<file path="src/rtl/sdiv_pkg.sv">
package sdiv_pkg;

    localparam int OPC_W = 8;

    localparam logic [OPC_W-1:0] OPC_DIV_SIGNED   = 8'h20;
    localparam logic [OPC_W-1:0] OPC_DIV_UNSIGNED = 8'h21;

    typedef enum logic [1:0] {
        ST_IDLE  = 2'd0,
        ST_ITER  = 2'd1,
        ST_FIXUP = 2'd2
    } div_state_e;

endpackage

</file>
<file path="src/rtl/sdiv_decode.sv">
module sdiv_decode
    import sdiv_pkg::*;
#(
    parameter int W = 32
) (
    input  logic [OPC_W-1:0] opcode,
    input  logic [W-1:0]     op_a,
    input  logic [W-1:0]     op_b,
    output logic             op_ok,
    output logic             special,
    output logic [W-1:0]     sp_quo,
    output logic [W-1:0]     sp_rem,
    output logic [W-1:0]     a_mag,
    output logic [W-1:0]     b_mag,
    output logic             quo_neg,
    output logic             rem_neg
);

    localparam logic [W-1:0] MAX_POS  = {1'b0, {(W-1){1'b1}}};
    localparam logic [W-1:0] MIN_NEG  = {1'b1, {(W-1){1'b0}}};
    localparam logic [W-1:0] ALL_ONES = {W{1'b1}};

    logic is_signed;
    logic a_neg;
    logic b_neg;
    logic zero_div;
    logic sig_ovf;

    always_comb begin
        is_signed = (opcode == OPC_DIV_SIGNED);
        op_ok     = is_signed || (opcode == OPC_DIV_UNSIGNED);
        a_neg     = is_signed && op_a[W-1];
        b_neg     = is_signed && op_b[W-1];
        a_mag     = a_neg ? (-op_a) : op_a;
        b_mag     = b_neg ? (-op_b) : op_b;
        zero_div  = (op_b == '0);
        sig_ovf   = is_signed && (op_a == MIN_NEG) && (op_b == ALL_ONES);
        special   = zero_div || sig_ovf;
        sp_rem    = '0;
        if (is_signed) begin
            sp_quo = (zero_div && a_neg) ? MIN_NEG : MAX_POS;
        end else begin
            sp_quo = ALL_ONES;
        end
        quo_neg   = a_neg ^ b_neg;
        rem_neg   = a_neg;
    end

endmodule

</file>
<file path="src/rtl/sdiv_ctrl.sv">
module sdiv_ctrl
    import sdiv_pkg::*;
#(
    parameter int W = 32
) (
    input  logic clk,
    input  logic rst_n,
    input  logic start,
    input  logic op_ok,
    input  logic special,
    output logic busy,
    output logic load,
    output logic step,
    output logic fixup,
    output logic sp_fire
);

    localparam int CW = (W > 2) ? $clog2(W) : 1;
    localparam logic [CW-1:0] CNT_LAST = CW'(W - 1);

    div_state_e    state_q, state_d;
    logic [CW-1:0] cnt_q, cnt_d;
    logic          accept;

    // state register
    always_ff @(posedge clk or negedge rst_n) begin
        if (!rst_n) begin
            state_q <= ST_IDLE;
            cnt_q   <= '0;
        end else begin
            state_q <= state_d;
            cnt_q   <= cnt_d;
        end
    end

    // next state and outputs
    always_comb begin
        state_d = state_q;
        cnt_d   = cnt_q;
        busy    = 1'b0;
        load    = 1'b0;
        step    = 1'b0;
        fixup   = 1'b0;
        sp_fire = 1'b0;
        accept  = 1'b0;
        unique case (state_q)
            ST_IDLE: begin
                accept = start && op_ok;
                if (accept && special) begin
                    sp_fire = 1'b1;
                end else if (accept) begin
                    load    = 1'b1;
                    cnt_d   = '0;
                    state_d = ST_ITER;
                end
            end
            ST_ITER: begin
                busy = 1'b1;
                step = 1'b1;
                if (cnt_q == CNT_LAST) begin
                    state_d = ST_FIXUP;
                end else begin
                    cnt_d = cnt_q + 1'b1;
                end
            end
            ST_FIXUP: begin
                busy    = 1'b1;
                fixup   = 1'b1;
                state_d = ST_IDLE;
            end
            default: begin
                state_d = ST_IDLE;
            end
        endcase
    end

endmodule

</file>
<file path="src/rtl/sdiv_core.sv">
module sdiv_core #(
    parameter int W = 32
) (
    input  logic         clk,
    input  logic         rst_n,
    input  logic         load,
    input  logic         step,
    input  logic [W-1:0] a_mag,
    input  logic [W-1:0] b_mag,
    output logic [W-1:0] q_mag,
    output logic [W-1:0] r_mag
);

    logic [W-1:0] quo_q;
    logic [W-1:0] rem_q;
    logic [W-1:0] dvs_q;
    logic [W:0]   partial;
    logic         fits;
    logic [W-1:0] rem_sub;

    always_comb begin
        partial = {rem_q, quo_q[W-1]};
        fits    = (partial >= {1'b0, dvs_q});
        rem_sub = W'(partial - {1'b0, dvs_q});
    end

    always_ff @(posedge clk or negedge rst_n) begin
        if (!rst_n) begin
            quo_q <= '0;
            rem_q <= '0;
            dvs_q <= '0;
        end else if (load) begin
            quo_q <= a_mag;
            rem_q <= '0;
            dvs_q <= b_mag;
        end else if (step) begin
            quo_q <= {quo_q[W-2:0], fits};
            rem_q <= fits ? rem_sub : partial[W-1:0];
        end
    end

    assign q_mag = quo_q;
    assign r_mag = rem_q;

endmodule

</file>
<file path="src/rtl/sat_div_unit.sv">
module sat_div_unit
    import sdiv_pkg::*;
#(
    parameter int W = 32
) (
    input  logic             clk,
    input  logic             rst_n,
    input  logic             start,
    input  logic [OPC_W-1:0] opcode,
    input  logic [W-1:0]     dividend,
    input  logic [W-1:0]     divisor,
    output logic             busy,
    output logic             done,
    output logic [2*W-1:0]   result,
    output logic             ovf,
    output logic             ovf_sticky,
    output logic             adv_ovf
);

    logic         op_ok, special;
    logic [W-1:0] sp_quo, sp_rem, a_mag, b_mag;
    logic         quo_neg, rem_neg;
    logic         load, step, fixup, sp_fire;
    logic [W-1:0] q_mag, r_mag;
    logic         quo_neg_q, rem_neg_q;
    logic [W-1:0] fix_quo, fix_rem;

    sdiv_decode #(.W(W)) u_decode (
        .opcode  (opcode),
        .op_a    (dividend),
        .op_b    (divisor),
        .op_ok   (op_ok),
        .special (special),
        .sp_quo  (sp_quo),
        .sp_rem  (sp_rem),
        .a_mag   (a_mag),
        .b_mag   (b_mag),
        .quo_neg (quo_neg),
        .rem_neg (rem_neg)
    );

    sdiv_ctrl #(.W(W)) u_ctrl (
        .clk     (clk),
        .rst_n   (rst_n),
        .start   (start),
        .op_ok   (op_ok),
        .special (special),
        .busy    (busy),
        .load    (load),
        .step    (step),
        .fixup   (fixup),
        .sp_fire (sp_fire)
    );

    sdiv_core #(.W(W)) u_core (
        .clk   (clk),
        .rst_n (rst_n),
        .load  (load),
        .step  (step),
        .a_mag (a_mag),
        .b_mag (b_mag),
        .q_mag (q_mag),
        .r_mag (r_mag)
    );

    always_ff @(posedge clk or negedge rst_n) begin
        if (!rst_n) begin
            quo_neg_q <= 1'b0;
            rem_neg_q <= 1'b0;
        end else if (load) begin
            quo_neg_q <= quo_neg;
            rem_neg_q <= rem_neg;
        end
    end

    always_comb begin
        fix_quo = quo_neg_q ? (-q_mag) : q_mag;
        fix_rem = rem_neg_q ? (-r_mag) : r_mag;
    end

    always_ff @(posedge clk or negedge rst_n) begin
        if (!rst_n) begin
            done       <= 1'b0;
            result     <= '0;
            ovf        <= 1'b0;
            ovf_sticky <= 1'b0;
            adv_ovf    <= 1'b0;
        end else if (sp_fire) begin
            done       <= 1'b1;
            result     <= {sp_rem, sp_quo};
            ovf        <= 1'b1;
            ovf_sticky <= 1'b1;
            adv_ovf    <= 1'b0;
        end else if (fixup) begin
            done       <= 1'b1;
            result     <= {fix_rem, fix_quo};
            ovf        <= 1'b0;
            adv_ovf    <= 1'b0;
        end else begin
            done       <= 1'b0;
        end
    end

endmodule

</file>
<file path="config.mk">
export PLATFORM = sky130hd
export DESIGN_NAME = sat_div_unit
export DESIGN_NICKNAME = d
export VERILOG_FILES = /design/src/rtl/sdiv_pkg.sv /design/src/rtl/sdiv_decode.sv /design/src/rtl/sdiv_ctrl.sv /design/src/rtl/sdiv_core.sv /design/src/rtl/sat_div_unit.sv
export SDC_FILE = /design/constraint.sdc
export NUM_CORES = 1
export LEC_CHECK = 0
export CAP_MARGIN = 40
export CORE_MARGIN = 5
export CORE_UTILIZATION = 58
export CTS_CLUSTER_DIAMETER = 100
export DETAILED_ROUTE_END_ITERATION = 10
export PLACE_DENSITY = 0.9
export SLEW_MARGIN = 10
export SYNTH_ARGS = -nofsm -noshare
export SYNTH_HDL_FRONTEND = slang
export SYNTH_HIERARCHICAL = 1
export SYNTH_SLANG_ARGS = --single-unit
</file>
<file path="constraint.sdc">
create_clock -name clk -period 3.6 [get_ports clk]
set_input_delay 0.54 -clock clk [delete_from_list [all_inputs] [get_ports clk]]
set_output_delay 0.54 -clock clk [all_outputs]
set_load 0.01 [all_outputs]
</file>
# Word level (Yosys, flattened, before mapping)
# Cells that the tools add are included.
dict set report totals {
  regBits 173
  in_bits 75
  out_inout_bits 69
  wordCells 82
}
dict set report classes {
  n_addsub 6
  magnitude_cmp 1
  n_eq_ne 11
  n_mux 34
  bitwise_logic 1
  n_reduce_logical 17
}
# operator n
set op_table {}
lappend op_table {{$mux 32} 11}
lappend op_table {{$mux 64} 2}
lappend op_table {{$neg 32->32} 4}
lappend op_table {{$eq 32x32->1 const B} 2}
lappend op_table {{$ge 33x32->1} 1}
lappend op_table {{$logic_not 32->1} 1}
lappend op_table {{$sub 32x32->32} 1}
lappend op_table {{$eq 8x6->1 const B} 2}
lappend op_table {{$mux 5} 3}
lappend op_table {{$mux 1} 13}
lappend op_table {{$pmux 5 s2} 1}
lappend op_table {{$logic_and 1x1->1} 7}
lappend op_table {{$mux 2} 3}
lappend op_table {{$reduce_bool 2->1} 3}
lappend op_table {{$add 5x1->5 const B} 1}
lappend op_table {{$eq 5x5->1 const B} 1}
lappend op_table {{$ne 2x1->1 const B} 2}
lappend op_table {{$ne 2x2->1 const B} 2}
lappend op_table {{$pmux 2 s2} 1}
lappend op_table {{$reduce_and 4->1} 1}
lappend op_table {{$reduce_and 3->1} 1}
lappend op_table {{$eq 2x1->1 const B} 1}
lappend op_table {{$eq 2x2->1 const B} 1}
lappend op_table {{$logic_not 2->1} 1}
lappend op_table {{other kinds (3)} 4}

# Longest topological paths before layout
dict set report logic_depth {
  depth_word 8
  mapped_depth 14
}

# Modules after synthesis
# The synthesis kept the hierarchy.
# mod instances cells_each area_per_inst_um2 seq_area_each_um2
set by_module_without_submodules {}
lappend by_module_without_submodules {sdiv_core 1 699 6127.1 2402.3}
lappend by_module_without_submodules {sat_div_unit 1 473 4366.7 1726.7}
lappend by_module_without_submodules {sdiv_decode 1 297 2093.3 0.0}
lappend by_module_without_submodules {sdiv_ctrl 1 49 483.0 175.2}

# Worst setup path after synthesis
# OpenSTA, ideal clock, no wires.
dict set report synth_timing {
  kind {input-to-reg}
  start {input dividend[26]}
  end {register result[37]}
  arrival_time_ns 3.338
  path_slack_ns 0.126
  stages 10
  path_cell_list {or4_1 -> or3_1 -> or4_1 -> o21bai_1 -> nand4_1 -> inv_1 -> clkbuf_1 -> buf_1 -> clkbuf_1 -> o21ai_0}
}
dict set report synth_between {
  elab_chain_len 8
  word_cells_on_any_way 9
  cone_classes {eq/ne: 1; mux: 3; reduce/logical: 5}
}
# item line_no
set synth_rtl {}
lappend synth_rtl {{start: declaration} sat_div_unit.sv:10} ;# input logic [W-1:0] dividend,
lappend synth_rtl {{$eq 32x32->1 (*)} sdiv_decode.sv:37} ;# sig_ovf = is_signed && (op_a == MIN_NEG) && (op_b == ALL_ONES);
lappend synth_rtl {{$logic_and 1x1->1 (*) (2 in a row)} sdiv_decode.sv:37}
lappend synth_rtl {{$logic_or 1x1->1 (*)} sdiv_decode.sv:38} ;# special = zero_div || sig_ovf;
lappend synth_rtl {{named net special} sat_div_unit.sv:20} ;# logic op_ok, special;
lappend synth_rtl {{$logic_and 1x1->1 (*)} sdiv_ctrl.sv:49} ;# if (accept && special) begin
lappend synth_rtl {{$mux 1 (*)} sdiv_ctrl.sv:49}
lappend synth_rtl {{$mux 1 (*)} sdiv_ctrl.sv:46} ;# unique case (state_q)
lappend synth_rtl {{named net sp_fire} sat_div_unit.sv:23} ;# logic load, step, fixup, sp_fire;
lappend synth_rtl {{$mux 64 / $reduce_bool 2->1 (equally long branches)} n/a}
lappend synth_rtl {{end signal: assignment} sat_div_unit.sv:90} ;# result <= {sp_rem, sp_quo};
lappend synth_rtl {{end signal: assignment} sat_div_unit.sv:96} ;# result <= {fix_rem, fix_quo};
lappend synth_rtl {{end: declaration} sat_div_unit.sv:14} ;# output logic [2*W-1:0] result,
# The timed path passes the listed nets; every way through them passes the cells marked *.
# A chain may end at the register's enable or synchronous reset.

# Worst setup path in the final report
dict set report layout_timing {
  start {input dividend[26]}
  end {register result[30]}
}
# Same word-level chain as after synthesis.

==> results_tabular.tex <==
\begin{tabular}{lr}
\hline
Metric & Value \\
\hline
\multicolumn{2}{l}{\textbf{Status}} \\
\quad Run status & completed \\
\multicolumn{2}{l}{\textbf{STA}} \\
\quad Final Cycle Share & 98.4\% \\
\quad Final Critical Period & 3.54 ns \\
\quad Hold violation count in the final report & 0 \\
\quad Setup repair after global routing missed its margin & true \\
\quad Tightest slew margin relative to the limit & 40.9\% \\
\quad Worst-Margin Slew & 0.887 ns \\
\quad Peak Freq & 0.282 GHz \\
\quad Final Max Slew Viols & 0 \\
\quad Total setup violations reported at the end of the flow & 0 \\
\quad Setup Total Neg Slack & 0 ns \\
\quad Final setup skew & 0.0140 ns \\
\multicolumn{2}{l}{\textbf{Synthesis}} \\
\quad Post-synthesis cell type with the largest combined area & dfrtp\_1 \\
\quad Prevailing post-synth register cell & dfrtp\_1 \\
\quad Average cell area after synthesis & 8.61 um\^{}2 \\
\quad Cell count after synthesis & 1518 \\
\quad Synth cell count leaders & 172 x dfrtp\_1, 144 x nand2\_1, 142 x o21ai\_0 \\
\quad Synthesized flop and latch total & 172 \\
\quad Library cell with the highest instance count after synthesis & dfrtp\_1 \\
\quad Number of synthesized flops with an enable pin & 0 \\
\quad Count of cell types in the netlist & 77 \\
\quad Post-synthesis instance area & 13100 um\^{}2 \\
\quad Warning count from the yosys run & 6 \\
\quad Sequential share of the synthesized area & 32.9\% \\
\quad Yosys top cell area share & 32.9\% \\
\quad Top cells by area, synth & dfrtp\_1 33\%, o21ai\_0 5.4\%, mux2i\_1 5.1\%, xor2\_1 4.7\%, xnor2\_1 4.4\% \\
\quad Share of synthesized flip-flops with an asynchronous set or reset & 100\% \\
\multicolumn{2}{l}{\textbf{Setup path}} \\
\quad Worst Path Max Fanout & 24 \\
\quad Critical path required time & 3.92 ns \\
\quad Category of the worst setup path launch point & input pin \\
\quad Max incr delay on CP & 0.58 ns \\
\quad Worst endpoint data arrival time & 3.86 ns \\
\quad Critical path's slowest cell & or4\_1 \\
\quad Critical Path End Type & flop \\
\quad Ordered list of cells on the worst path & clkdlybuf4s50\_1 > or4\_1 > or3\_1 > or4\_1 > o21bai\_1 > nand4\_1 > inv\_2 > nand2b\_1 > buf\_6 > nor3b\_1 > a21oi\_1 > nand2\_1 \\
\quad Most frequent CP cell & or4\_1 \\
\quad Category of the most critical setup path & input pin to flop \\
\multicolumn{2}{l}{\textbf{Global route}} \\
\quad Pin count of the biggest net entering global routing & 93 \\
\quad Wire length of the first global-routing pass & 60.7 mm \\
\quad Total congestion overflow after global routing & 0 \\
\quad Vias in the first global route & 11600 \\
\quad Global-route usage over all layers & 28.7\% \\
\quad Antenna violations before repair & 0 \\
\multicolumn{2}{l}{\textbf{CTS}} \\
\quad Clock latency reported for the late side of the worst-skew pair & 0.43 ns \\
\quad Maximum clock insertion buffer count & 2 \\
\quad Clock tree from TritonCTS & yes \\
\quad CTS Buf Count & 17 \\
\quad CTS H-tree lvls & 4 \\
\quad CTS Sinks & 172 \\
\quad Clock root cell & clkbuf\_16 \\
\quad Clock Pin Slew Worst Setup and Hold Paths & 0.07 ns \\
\multicolumn{2}{l}{\textbf{Layout}} \\
\quad Area growth syn-to-layout & 20.4\% \\
\quad Number of filler instances in the final layout & 1703 \\
\quad Fraction of final layout cells with drive strength greater than 1 & 12.3\% \\
\quad Area of the multi-input gates & 7780 um\^{}2 \\
\quad Utilization after layout & 70.1\% \\
\quad Register Area & 4300 um\^{}2 \\
\quad Ant. Diodes & 0 \\
\quad Layout net count & 1801 \\
\multicolumn{2}{l}{\textbf{Detailed routing}} \\
\quad First-pass iteration count of the detailed router & 6 \\
\quad Post-DR vias/cell & 6.25 \\
\quad Post-detailed-route DRC marker count & 0 \\
\quad Total routed wirelength & 38.0 mm \\
\quad Vias after detailed routing & 12400 \\
\quad Drt first-iter violations & 1195 \\
\quad Routed Antenna Nets & 0 \\
\quad Average wire length per cell after detail routing & 19.2 um \\
\multicolumn{2}{l}{\textbf{Power}} \\
\quad Worst supply voltage drop on vdd & 0.000393 V \\
\quad Standby leakage power & 6.45 nW \\
\quad Power density over the cells & 594 nW/um\^{}2 \\
\multicolumn{2}{l}{\textbf{Place}} \\
\quad Half-perimeter wire length after placement & 27.8 mm \\
\quad Buffers added on ports & 142 \\
\quad Routability Congestion & 0.973 \\
\multicolumn{2}{l}{\textbf{Floorplan}} \\
\quad DIE WIDTH & 160 um \\
\quad Die extent in y & 160 um \\
\quad Total number of placement rows & 55 \\
\quad Number of top-level pins & 144 \\
\quad Area of the die & 25600 um\^{}2 \\
\quad Initial standard-cell utilization of the core & 58.3\% \\
\quad Core footprint & 22400 um\^{}2 \\
\multicolumn{2}{l}{\textbf{Run}} \\
\quad Max\_cap viols & 0 \\
\multicolumn{2}{l}{\textbf{Worst hold path}} \\
\quad Path class of the lowest-slack min-delay path & input pin to asynchronous set/reset pin \\
\hline
\end{tabular}
-- repair_timing --
action | 4_1_cts | 5_1_grt
resized for setup | 0 | 5
hold endpoints to repair | 0 | 3
buffers inserted | 0 | 2
hold buffers | 0 | 1
endpoints found under the setup margin | 0 | 8
-- routing by layer --
layer | wire [um] | global-route usage (%) | vias to the layer above | part of all wire (%)
met5 | 0 | 0 | - | 0
met4 | 1000 | 9.46 | 0 | 2.6
met3 | 3330 | 4.00 | 89 | 8.8
met2 | 17200 | 44.0 | 663 | 45
met1 | 16500 | 42.0 | 5872 | 43
li1 | - | - | 5753 | -
-- final timing paths --
kind	from	to	slack (ns)	depth (start not counted)
worst max-delay path	dividend[26]	result[30]$_DFFE_PN0P_	0.06	12
worst min-delay path	rst_n	u_core/dvs_q[26]$_DFFE_PN0P_	0.45	2
worst max register to register	u_core/r_mag[5]$_DFFE_PN0P_	u_core/r_mag[20]$_DFFE_PN0P_	0.20	11
worst min register to register	ovf_sticky$_DFFE_PN0P_	ovf_sticky$_DFFE_PN0P_	0.47	1
max in group asynchronous	rst_n	u_core/r_mag[4]$_DFFE_PN0P_	2.17	4
min in group clk	ovf_sticky$_DFFE_PN0P_	ovf_sticky$_DFFE_PN0P_	0.47	1
-- cell usage in the layout, fill, tap and decap left out, types with 16 or more instances in the layout --
master             n
dfrtp_1          172
nand2_1          144
o21ai_0          141
clkdlybuf4s50_1  141
buf_4            111
nor2_1            89
xor2_1            70
inv_1             67
xnor2_1           66
mux2i_1           66
a21oi_1           46
ha_1              42
a22oi_1           40
o31ai_1           36
conb_1            33
o21ai_1           29
nand4_1           26
nor3_1            25
nand3_1           24
a211oi_1          23
o41ai_1           18
or3_1             17
clkbuf_16         17
a21o_1            16
-- critical path: cells and delay by family --
family	cells	cell delay, ns
AO/OA/AOI/OAI	2	0.41
AND/OR/NAND/NOR	7	2.08
buffers and inverters	3	0.83
-- where the power goes --
group	total, mW	switching, mW	internal, mW	leakage [nW]
clock network	1.81	0.814	0.993	0.270
logic	4.60	2.62	1.98	4.24
registers	2.94	0.582	2.36	1.95
-- cells by family after synthesis --
logic type	share of synthesized area [%]
AOI/OAI and AO/OA	22.7
and+or+nand+nor	16.8
buffers and inverters	8.73
DFF	32.9
xor gates and xnor gates	9.11
muxes	5.40
adders and majority gates	4.27
other	0.0575
-- flip-flops by register name, summed over array words and instances (netlist names) --
register and count:
done 1, ovf 1, ovf_sticky 1, quo_neg_q 1, rem_neg_q 1, result 64
u_core/dvs_q 32, u_core/q_mag 32, u_core/r_mag 32, u_ctrl/cnt_q 5, u_ctrl/state_q 2
-- area by class of cell --
cell class,count,share of cell area (%)
tap,285,2.27
inverter,68,1.62
sequential,172,27.4
clock buffer,19,2.88
multi-input combinational,1159,49.5
timing repair buffer,264,15.7
clock inverter,12,0.716
-- metrics by stage --
stage	cell area, um^2	instances	power (mW)	worst slack, ns	hold WS, ns
3_3_place_gp	15000	1942	7.19	-0.228	0.452
3_5_place_dp	15100	1943	7.37	-0.322	0.457
5_1_grt	15700	1979	9.89	-0.0203	0.463
6_report	15700	1979	9.34	0.0589	0.450
4_1_cts	15600	1974	9.22	0.118	0.221
2_1_floorplan	13200	1549	5.94	0.126	0.244
No activity file was read; power rests on OpenSTA's default activity.
